**src/rtl/upconv_pkg.sv**
```systemverilog
package upconv_pkg;

    localparam int SAMP_W    = 16;
    localparam int FREQ_W    = 24;
    localparam int PHOFS_W   = 16;
    localparam int LUT_AW    = 10;
    localparam int QUART     = 2 ** (LUT_AW - 2);
    localparam int Y_W       = SAMP_W + 2;
    localparam int MIX_W     = Y_W + SAMP_W + 1;
    localparam int GAIN_FRAC = 14;
    localparam int GAIN_W    = MIX_W + SAMP_W;
    localparam int OUT_SHIFT = (SAMP_W - 1) + GAIN_FRAC;
    localparam int NTAPS     = 7;
    localparam int FIR_SHIFT = 4;
    localparam int PIPE_LAT  = 4;
    localparam int ADDR_W    = 2;
    localparam int WDATA_W   = FREQ_W;
    localparam int AMP       = 2 ** (SAMP_W - 1) - 1;
    localparam int GAIN_ONE  = 2 ** GAIN_FRAC;

    localparam longint ONE_Q28 = longint'(1) << 28;
    localparam longint PI_Q28  = 843314857;

    localparam int signed FIR_TAP [NTAPS] = '{-1, 0, 9, 16, 9, 0, -1};

    localparam logic [ADDR_W-1:0] CFG_FREQ  = 2'd0;
    localparam logic [ADDR_W-1:0] CFG_PHASE = 2'd1;
    localparam logic [ADDR_W-1:0] CFG_GAIN  = 2'd2;
    localparam logic [ADDR_W-1:0] CFG_MODE  = 2'd3;

    typedef enum logic [1:0] {
        ST_IDLE = 2'd0,
        ST_DATA = 2'd1,
        ST_TONE = 2'd2
    } path_state_e;

    typedef struct packed {
        logic [FREQ_W-1:0]        freq;
        logic [PHOFS_W-1:0]       phase;
        logic signed [SAMP_W-1:0] gain;
        logic                     tone;
    } path_cfg_t;

    // Quarter-wave sine table from a Taylor series in Q28 fixed point,
    // sampled at the centres of the table cells.
    function automatic logic [QUART*SAMP_W-1:0] build_qtab();
        logic [QUART*SAMP_W-1:0] tab;
        longint x, x2, t, s;
        tab = '0;
        for (int i = 0; i < QUART; i++) begin
            x  = (PI_Q28 * longint'(2 * i + 1)) / longint'(4 * QUART);
            x2 = (x * x) / ONE_Q28;
            t  = x;
            s  = x;
            for (int n = 1; n <= 5; n++) begin
                t = -((t * x2) / ONE_Q28) / longint'((2 * n) * (2 * n + 1));
                s = s + t;
            end
            tab[i*SAMP_W +: SAMP_W] = SAMP_W'((s * longint'(AMP) + ONE_Q28 / 2) / ONE_Q28);
        end
        return tab;
    endfunction

endpackage

```
**src/rtl/upconv_ctrl.sv**
```systemverilog
module upconv_ctrl
    import upconv_pkg::*;
(
    input  logic               clk,
    input  logic               rst_n,
    input  logic               cfg_we,
    input  logic [ADDR_W-1:0]  cfg_addr,
    input  logic [WDATA_W-1:0] cfg_wdata,
    input  logic               cfg_update,
    output logic               run,
    output logic               tone_sel,
    output logic               in_ready,
    output logic               out_valid,
    output path_cfg_t          act
);
    localparam int FILL_W = $clog2(PIPE_LAT + 1);

    path_cfg_t         shadow_q;
    path_cfg_t         act_q;
    path_state_e       state_q;
    path_state_e       state_d;
    logic              ph_q;
    logic [FILL_W-1:0] fill_q;

    always_ff @(posedge clk or negedge rst_n) begin
        if (!rst_n) begin
            shadow_q <= '{freq: '0, phase: '0, gain: SAMP_W'(GAIN_ONE), tone: 1'b0};
            act_q    <= '{freq: '0, phase: '0, gain: SAMP_W'(GAIN_ONE), tone: 1'b0};
        end else begin
            if (cfg_update) act_q <= shadow_q;
            if (cfg_we) begin
                unique case (cfg_addr)
                    CFG_FREQ:  shadow_q.freq  <= cfg_wdata[FREQ_W-1:0];
                    CFG_PHASE: shadow_q.phase <= cfg_wdata[PHOFS_W-1:0];
                    CFG_GAIN:  shadow_q.gain  <= cfg_wdata[SAMP_W-1:0];
                    CFG_MODE:  shadow_q.tone  <= cfg_wdata[0];
                    default:   ;
                endcase
            end
        end
    end

    // state register
    always_ff @(posedge clk or negedge rst_n) begin
        if (!rst_n) state_q <= ST_IDLE;
        else        state_q <= state_d;
    end

    // transitions
    always_comb begin
        state_d = state_q;
        unique case (state_q)
            ST_IDLE: if (cfg_update) state_d = shadow_q.tone ? ST_TONE : ST_DATA;
            ST_DATA: if (cfg_update && shadow_q.tone) state_d = ST_TONE;
            ST_TONE: if (cfg_update && !shadow_q.tone) state_d = ST_DATA;
            default: state_d = ST_IDLE;
        endcase
    end

    // outputs
    always_comb begin
        run      = 1'b0;
        tone_sel = 1'b0;
        in_ready = 1'b0;
        unique case (state_q)
            ST_IDLE: ;
            ST_DATA: begin
                run      = 1'b1;
                in_ready = !ph_q && !cfg_update;
            end
            ST_TONE: begin
                run      = 1'b1;
                tone_sel = 1'b1;
            end
            default: ;
        endcase
        out_valid = run && (fill_q == FILL_W'(PIPE_LAT));
    end

    always_ff @(posedge clk or negedge rst_n) begin
        if (!rst_n) begin
            ph_q   <= 1'b0;
            fill_q <= '0;
        end else if (cfg_update) begin
            ph_q   <= 1'b0;
            fill_q <= '0;
        end else if (run) begin
            ph_q <= ~ph_q;
            if (fill_q != FILL_W'(PIPE_LAT)) fill_q <= fill_q + 1'b1;
        end
    end

    assign act = act_q;


    ready_alternates_chk: assert property (@(posedge clk) disable iff (!rst_n)
        in_ready |=> !in_ready);


    update_blanks_valid_chk: assert property (@(posedge clk) disable iff (!rst_n)
        cfg_update |=> !out_valid);


    tone_refuses_input_chk: assert property (@(posedge clk) disable iff (!rst_n)
        tone_sel |-> !in_ready);

endmodule

```
**src/rtl/upconv_nco.sv**
```systemverilog
module upconv_nco
    import upconv_pkg::*;
(
    input  logic                     clk,
    input  logic                     rst_n,
    input  logic                     run,
    input  logic                     restart,
    input  logic [FREQ_W-1:0]        freq,
    input  logic [PHOFS_W-1:0]       phase,
    output logic signed [SAMP_W-1:0] cos_o,
    output logic signed [SAMP_W-1:0] sin_o
);
    localparam logic [QUART*SAMP_W-1:0] QTAB = build_qtab();

    function automatic logic signed [SAMP_W-1:0] wave(input logic [LUT_AW-1:0] a);
        logic [LUT_AW-3:0]        idx;
        logic signed [SAMP_W-1:0] mag;
        idx = a[LUT_AW-2] ? ~a[LUT_AW-3:0] : a[LUT_AW-3:0];
        mag = QTAB[idx*SAMP_W +: SAMP_W];
        return a[LUT_AW-1] ? -mag : mag;
    endfunction

    logic [FREQ_W-1:0]        acc_q;
    logic [LUT_AW-1:0]        addr_s;
    logic [LUT_AW-1:0]        addr_c;
    logic signed [SAMP_W-1:0] cos1_q, sin1_q;

    assign addr_s = LUT_AW'((acc_q[FREQ_W-1 -: PHOFS_W] + phase) >> (PHOFS_W - LUT_AW));
    assign addr_c = addr_s + LUT_AW'(QUART);

    always_ff @(posedge clk or negedge rst_n) begin
        if (!rst_n) begin
            acc_q  <= '0;
            cos1_q <= '0;
            sin1_q <= '0;
            cos_o  <= '0;
            sin_o  <= '0;
        end else if (restart) begin
            acc_q  <= '0;
            cos1_q <= '0;
            sin1_q <= '0;
            cos_o  <= '0;
            sin_o  <= '0;
        end else if (run) begin
            acc_q  <= acc_q + freq;
            cos1_q <= wave(addr_c);
            sin1_q <= wave(addr_s);
            cos_o  <= cos1_q;
            sin_o  <= sin1_q;
        end
    end


    phase_restart_chk: assert property (@(posedge clk) disable iff (!rst_n)
        restart |=> (acc_q == '0));


    acc_step_chk: assert property (@(posedge clk) disable iff (!rst_n)
        (run && !restart) |=> (acc_q == $past(acc_q) + $past(freq)));

endmodule

```
**src/rtl/upconv_interp.sv**
```systemverilog
module upconv_interp
    import upconv_pkg::*;
(
    input  logic                     clk,
    input  logic                     rst_n,
    input  logic                     run,
    input  logic                     restart,
    input  logic signed [SAMP_W-1:0] x_in,
    output logic signed [Y_W-1:0]    y_out
);
    logic signed [SAMP_W-1:0] tap_q [NTAPS];
    logic signed [31:0]       sum_c;

    always_ff @(posedge clk or negedge rst_n) begin
        if (!rst_n) begin
            for (int j = 0; j < NTAPS; j++) tap_q[j] <= '0;
        end else if (restart) begin
            for (int j = 0; j < NTAPS; j++) tap_q[j] <= '0;
        end else if (run) begin
            tap_q[0] <= x_in;
            for (int j = 1; j < NTAPS; j++) tap_q[j] <= tap_q[j-1];
        end
    end

    always_comb begin
        sum_c = '0;
        for (int j = 0; j < NTAPS; j++)
            sum_c = sum_c + 32'(FIR_TAP[j]) * 32'(tap_q[j]);
    end

    always_ff @(posedge clk or negedge rst_n) begin
        if (!rst_n)       y_out <= '0;
        else if (restart) y_out <= '0;
        else if (run)     y_out <= Y_W'(sum_c >>> FIR_SHIFT);
    end


    hold_when_idle_chk: assert property (@(posedge clk) disable iff (!rst_n)
        (!run && !restart) |=> $stable(y_out));

endmodule

```
**src/rtl/upconv_path.sv**
```systemverilog
module upconv_path
    import upconv_pkg::*;
#(
    parameter logic signed [SAMP_W-1:0] TONE_LEVEL = 16'sd16384
) (
    input  logic                     clk,
    input  logic                     rst_n,
    input  logic                     cfg_we,
    input  logic [ADDR_W-1:0]        cfg_addr,
    input  logic [WDATA_W-1:0]       cfg_wdata,
    input  logic                     cfg_update,
    input  logic                     in_valid,
    input  logic signed [SAMP_W-1:0] in_i,
    input  logic signed [SAMP_W-1:0] in_q,
    output logic                     in_ready,
    output logic                     out_valid,
    output logic signed [SAMP_W-1:0] out_sample
);
    localparam logic signed [GAIN_W-1:0] HALF   = GAIN_W'(1) << (OUT_SHIFT - 1);
    localparam logic signed [GAIN_W-1:0] SAT_HI = GAIN_W'(AMP);
    localparam logic signed [GAIN_W-1:0] SAT_LO = -SAT_HI - GAIN_W'(1);

    logic      run, tone_sel, accept;
    path_cfg_t act;

    upconv_ctrl u_ctrl (
        .clk        (clk),
        .rst_n      (rst_n),
        .cfg_we     (cfg_we),
        .cfg_addr   (cfg_addr),
        .cfg_wdata  (cfg_wdata),
        .cfg_update (cfg_update),
        .run        (run),
        .tone_sel   (tone_sel),
        .in_ready   (in_ready),
        .out_valid  (out_valid),
        .act        (act)
    );

    logic signed [SAMP_W-1:0] cos_w, sin_w;

    upconv_nco u_nco (
        .clk     (clk),
        .rst_n   (rst_n),
        .run     (run),
        .restart (cfg_update),
        .freq    (act.freq),
        .phase   (act.phase),
        .cos_o   (cos_w),
        .sin_o   (sin_w)
    );

    assign accept = in_valid && in_ready;

    logic signed [SAMP_W-1:0] lane_x [2];
    logic signed [Y_W-1:0]    lane_y [2];

    assign lane_x[0] = accept ? in_i : '0;
    assign lane_x[1] = accept ? in_q : '0;

    for (genvar g = 0; g < 2; g++) begin : g_lane
        upconv_interp u_interp (
            .clk     (clk),
            .rst_n   (rst_n),
            .run     (run),
            .restart (cfg_update),
            .x_in    (lane_x[g]),
            .y_out   (lane_y[g])
        );
    end

    logic signed [Y_W-1:0]    mix_i, mix_q_in;
    logic signed [MIX_W-1:0]  prod_c, mix_q;
    logic signed [GAIN_W-1:0] scaled_c, shifted_c;
    logic signed [SAMP_W-1:0] sat_c;

    always_comb begin
        mix_i     = tone_sel ? Y_W'(TONE_LEVEL) : lane_y[0];
        mix_q_in  = tone_sel ? '0 : lane_y[1];
        prod_c    = (MIX_W'(mix_i) * MIX_W'(cos_w)) - (MIX_W'(mix_q_in) * MIX_W'(sin_w));
        scaled_c  = GAIN_W'(mix_q) * GAIN_W'(act.gain);
        shifted_c = (scaled_c + HALF) >>> OUT_SHIFT;
        if (shifted_c > SAT_HI)      sat_c = SAMP_W'(SAT_HI);
        else if (shifted_c < SAT_LO) sat_c = SAMP_W'(SAT_LO);
        else                         sat_c = SAMP_W'(shifted_c);
    end

    always_ff @(posedge clk or negedge rst_n) begin
        if (!rst_n) begin
            mix_q      <= '0;
            out_sample <= '0;
        end else if (cfg_update) begin
            mix_q      <= '0;
            out_sample <= '0;
        end else if (run) begin
            mix_q      <= prod_c;
            out_sample <= sat_c;
        end
    end


    idle_quiet_chk: assert property (@(posedge clk) disable iff (!rst_n)
        !run |-> (out_sample == '0) && !out_valid);


    blank_output_chk: assert property (@(posedge clk) disable iff (!rst_n)
        cfg_update |=> (out_sample == '0));

endmodule

```
**config.mk**
```make
export PLATFORM = sky130hd
export DESIGN_NAME = upconv_path
export DESIGN_NICKNAME = d
export VERILOG_FILES = /design/src/rtl/upconv_pkg.sv /design/src/rtl/upconv_ctrl.sv /design/src/rtl/upconv_nco.sv /design/src/rtl/upconv_interp.sv /design/src/rtl/upconv_path.sv
export SDC_FILE = /design/constraint.sdc
export NUM_CORES = 2
export LEC_CHECK = 0
export BUFFER_PORTS_ARGS = -buffer_cell sky130_fd_sc_hd__buf_2
export CORE_UTILIZATION = 57
export DETAILED_ROUTE_END_ITERATION = 8
export HOLD_SLACK_MARGIN = 0.05
export MAX_ROUTING_LAYER = met4
export PLACE_DENSITY = 0.73
export SYNTH_ARGS = -nofsm -noshare
export SYNTH_HDL_FRONTEND = slang
export SYNTH_SLANG_ARGS = --single-unit
export TNS_END_PERCENT = 50
```
**constraint.sdc**
```tcl
create_clock -name clk -period 25.3 [get_ports clk]
set_clock_uncertainty 0.1 [all_clocks]
set_input_delay 3.795 -clock clk [delete_from_list [all_inputs] [get_ports clk]]
set_output_delay 3.795 -clock clk [all_outputs]
set_load 0.03 [all_outputs]
```
==> results by stage <==
Timing:
- Setup violations remaining at the end of the flow were counted as 0.
- The worst pin sits at a relative slew slack of 9.072%.
- After layout, the worst path uses 38.20% of the clock period.
- Static timing analysis puts the maximum clock frequency at 0.1035 GHz.
- The measured slew at the worst slew-check pin is 1.346 ns.
- Setup repair after global routing left no endpoint under its margin.
- The final max-slew violation count is 0.
- The clock period minus final worst setup slack is 9.664 ns.
- The post-route setup TNS is 0 ns.
- The total count of hold-check failures in the final report is 0.

Global route:
- Global routing finished with a remaining overflow of 0.
- The initial antenna violation count is 10.
- The via count of the first global-routing pass came to 69257.
- The overall fraction of global-route tracks in use is 42.34%.
- The largest net degree at the start of global routing is 135.
- The global-route wire length before repair is 436800 um.

Clock tree:
- In this run, post-CTS repair resized a total of 0 instances.
- The number of H-tree levels is 2.
- Clock tree synthesis selected as its root buffer the cell sky130_fd_sc_hd__clkbuf_16.
- TritonCTS built the clock tree.
- Buffers added to address setup during post-CTS repair amount to 0.
- The clock buffer count from CTS is 59.
- The clock latency on the worst-skew pair is 0.72 ns.
- Counting along the longest clock path gives a buffer depth of 3.
- After clock tree synthesis, the clock-pin slew on the worst setup and hold paths is 0.06 ns.
- The tree built by TritonCTS fans out to 518 sinks.
- In this run, post-CTS hold repair placed 0 buffers.

Floorplan:
- In this run the count of I/O pins placed on the die edge is 81.
- The initial cell density of the core is 57.66%.
- The height of the die is 378.4 um.
- The floorplan die width is 378.4 um.
- The placeable core area is 140000 um^2.
- The floorplan has 137 rows.
- The overall die area is 143200 um^2.

Worst setup path:
- The most prevalent standard cell on the critical path is sky130_fd_sc_hd__fa_1.
- In this design, the stage delay of the slowest critical-path cell is 1.03 ns.
- The critical path capture point is mix_q[32].
- For the worst setup path, the data required time is 25.74 ns.
- Along the worst path, the maximum fanout reaches 24.
- The reg-to-reg startpoint is u_ctrl.state_q[0].
- The critical path endpoint category is a flip-flop.
- The number of buffer and inverter stages on the critical path is 4.
- The launch point of the worst path is u_ctrl.state_q[0].
- The endpoint identified for the worst register-to-register timing path is mix_q[32].
- The kind of launch point of the worst setup path is a flip-flop.
- The slowest stage of the critical path belongs to the cell sky130_fd_sc_hd__nor2b_1.
- The worst reg2reg path depth is 30.
- The critical path data arrival time is 10.11 ns.
- The worst setup slack for register-to-register paths is 15.64 ns.
- The cell family with the largest share of critical-path delay is adder cells.
- The number of cells on the critical path is 30.
- The worst setup path is of the flip-flop to flip-flop kind.

Flow run:
- Max-cap violations in this run came to 0.

Synth:
- Sorting the synthesized cells by how often they occur yields 1399 x sky130_fd_sc_hd__inv_1, 1301 x sky130_fd_sc_hd__fa_1, 884 x sky130_fd_sc_hd__nand2_1.
- The portion of synthesized cell area occupied by the leading cell type is 32.25%.
- After synthesis, the cell types taking the most area are sky130_fd_sc_hd__fa_1 32%, sky130_fd_sc_hd__dfrtp_1 16%, sky130_fd_sc_hd__ha_1 8.5%.
- The number of warning messages in the yosys log is 0.
- Sequential elements use 16.06% of the synthesized area.
- The per-instance average area after synthesis is 9.231 um^2.
- The post-synthesis cell type count is 106.
- The async set-or-reset flop fraction in the synthesized netlist is 100.0%.
- The synthesized design contains 0 enable-type register cells.
- The biggest area consumer among synthesized cells is sky130_fd_sc_hd__fa_1.
- In the post-synthesis netlist, the cell with the most instances is sky130_fd_sc_hd__inv_1.
- The most instantiated flip-flop cell in the synthesis netlist is sky130_fd_sc_hd__dfrtp_1.
- After synthesis the cells add up to 80750 um^2.
- The post-synthesis register bit count is 518.
- The cell count after synthesis is 8747.
- When the netlist entered floorplanning its net count stood at 10657.

Placement:
- Routability-driven placement finished with a final weighted congestion of 1.060.
- The HPWL after detailed placement is 216200 um.
- The count of port buffers added during placement is 80.

Route:
- Once detail routing completed, the nets flagged for antenna violations numbered 0.
- The number of detailed-routing iterations run before antenna repair is 6.
- The violation count after the first detailed-route iteration is 6763.
- In the routed layout, each cell is associated on average with a via count of 6.265.
- The final layout contains routed wiring with a total length of 287800 um.
- The post-detailed-route DRC marker count is 0.
- The routed layout has 65872 vias.
- After detailed routing, the average wire length per cell comes to 27.37 um.

Worst hold path:
- The path class of the tightest hold or removal check is flip-flop to flip-flop.

Layout:
- From synthesis to final layout, the design area changed by 5.687%.
- The layout net count is 10488.
- The number of filler instances in the final layout is 11876.
- Of the cells placed in the final design, the portion with a size suffix greater than 1 is 7.162%.

Status:
- The flow ran to the end, and the final reports show no timing, DRC or antenna violations.
==> per-stage QoR <==
step / area, um^2 / instances / setup WS [ns] / util (%) / hold slack, ns
final: 85340 / 10515 / 15.64 / 60.94 / 0.3677
after global routing: 85330 / 10512 / 15.03 / 60.93 / 0.3948
after CTS: 85310 / 10505 / 15.75 / 60.92 / 0.3699
after detailed placement: 83120 / 10393 / 15.81 / 59.36 / 0.3578
after global placement: 83120 / 10392 / 15.71 / 59.35 / 0.3525
after floorplan: 80750 / 8747 / 16.19 / - / 0.3385
==> area by class of cell <==
type	count	area (um^2)	share of cell area [%]
Antenna cell	10	25.02	0.02932
Clock buffer	81	1709	2.003
Clock inverter	31	480.5	0.5630
Inverter	1402	5263	6.167
Multi-Input combinational cell	6314	60570	70.98
Sequential cell	518	12970	15.20
Tap cell	1876	2347	2.750
Timing Repair Buffer	283	1969	2.308
==> cells by family (layout without fill, tap and decap cells) <==
kind of cell    after synthesis  in the layout  synth area share [%]
xor+xnor                    235            235                 2.613
other cells                   0             10                     0
compound gates             1294           1294                 11.08
mux                         462            462                 5.958
simple gates               2476           2476                 14.33
buf+inv                    1915           1797                 9.249
flops                       518            518                 16.06
fa+ha+maj                  1847           1847                 40.72
==> flip-flops by register name, summed over array words and instances, names as in the netlist <==
register               flops
g_lane.u_interp.tap_q    224
u_ctrl.shadow_q           57
u_ctrl.act                56
g_lane.u_interp.y_out     36
mix_q                     35
u_nco.acc_q               24
out_sample                16
u_nco.cos1_q              16
u_nco.cos_o               16
u_nco.sin1_q              16
u_nco.sin_o               16
u_ctrl.fill_q              3
u_ctrl.state_q             2
u_ctrl.ph_q                1
==> worst reg2reg max path: cells and delay by family, from the launching register on <==
kind / cells / cell delay [ns]
XOR/XNOR: 1 / 0.15
buffers and inverters: 4 / 0.45
AND/OR/NAND/NOR: 5 / 1.97
AO/OA/AOI/OAI: 10 / 2.48
flip-flops: 1 / 0.42
adder cells (fa/ha/maj): 10 / 3.93
==> how the worst min path moves through the flow <==
stage                          start                to  slack [ns]  cells after the start
floorplan           u_nco.cos1_q[15]  u_nco.cos1_q[15]        0.34                      2
global placement    u_nco.cos1_q[15]  u_nco.cos1_q[15]        0.35                      2
detailed placement  u_nco.cos1_q[15]  u_nco.cos1_q[15]        0.36                      2
CTS                 u_nco.cos1_q[15]  u_nco.cos1_q[15]        0.37                      2
global route        u_nco.cos1_q[15]  u_nco.cos1_q[15]        0.39                      2
finish              u_nco.cos1_q[15]  u_nco.cos1_q[15]        0.37                      2
==> placed cells by master, fill, tap and decap left out, types with 123 or more instances in the layout <==
cell type / n
sky130_fd_sc_hd__fa_1: 1301
sky130_fd_sc_hd__and2_1: 463
sky130_fd_sc_hd__xnor2_1: 155
sky130_fd_sc_hd__dfrtp_1: 511
sky130_fd_sc_hd__mux2i_1: 330
sky130_fd_sc_hd__o21ai_0: 236
sky130_fd_sc_hd__nor2_1: 600
sky130_fd_sc_hd__ha_1: 544
sky130_fd_sc_hd__mux2_2: 123
sky130_fd_sc_hd__inv_1: 1399
sky130_fd_sc_hd__nor3_1: 126
sky130_fd_sc_hd__buf_4: 201
sky130_fd_sc_hd__a21oi_1: 260
sky130_fd_sc_hd__nand2_1: 884
==> metal layers <==
layer / track usage (%) / part of all wire (%)
met1: 52.65 / 38
met2: 64.53 / 46
met3: 7.884 / 8.7
met4: 25.25 / 7.3
met5: - / 0
Power is left out: the tool's default activity adds up to more than one toggle a clock period on the data nets, which glitch-free logic cannot reach.
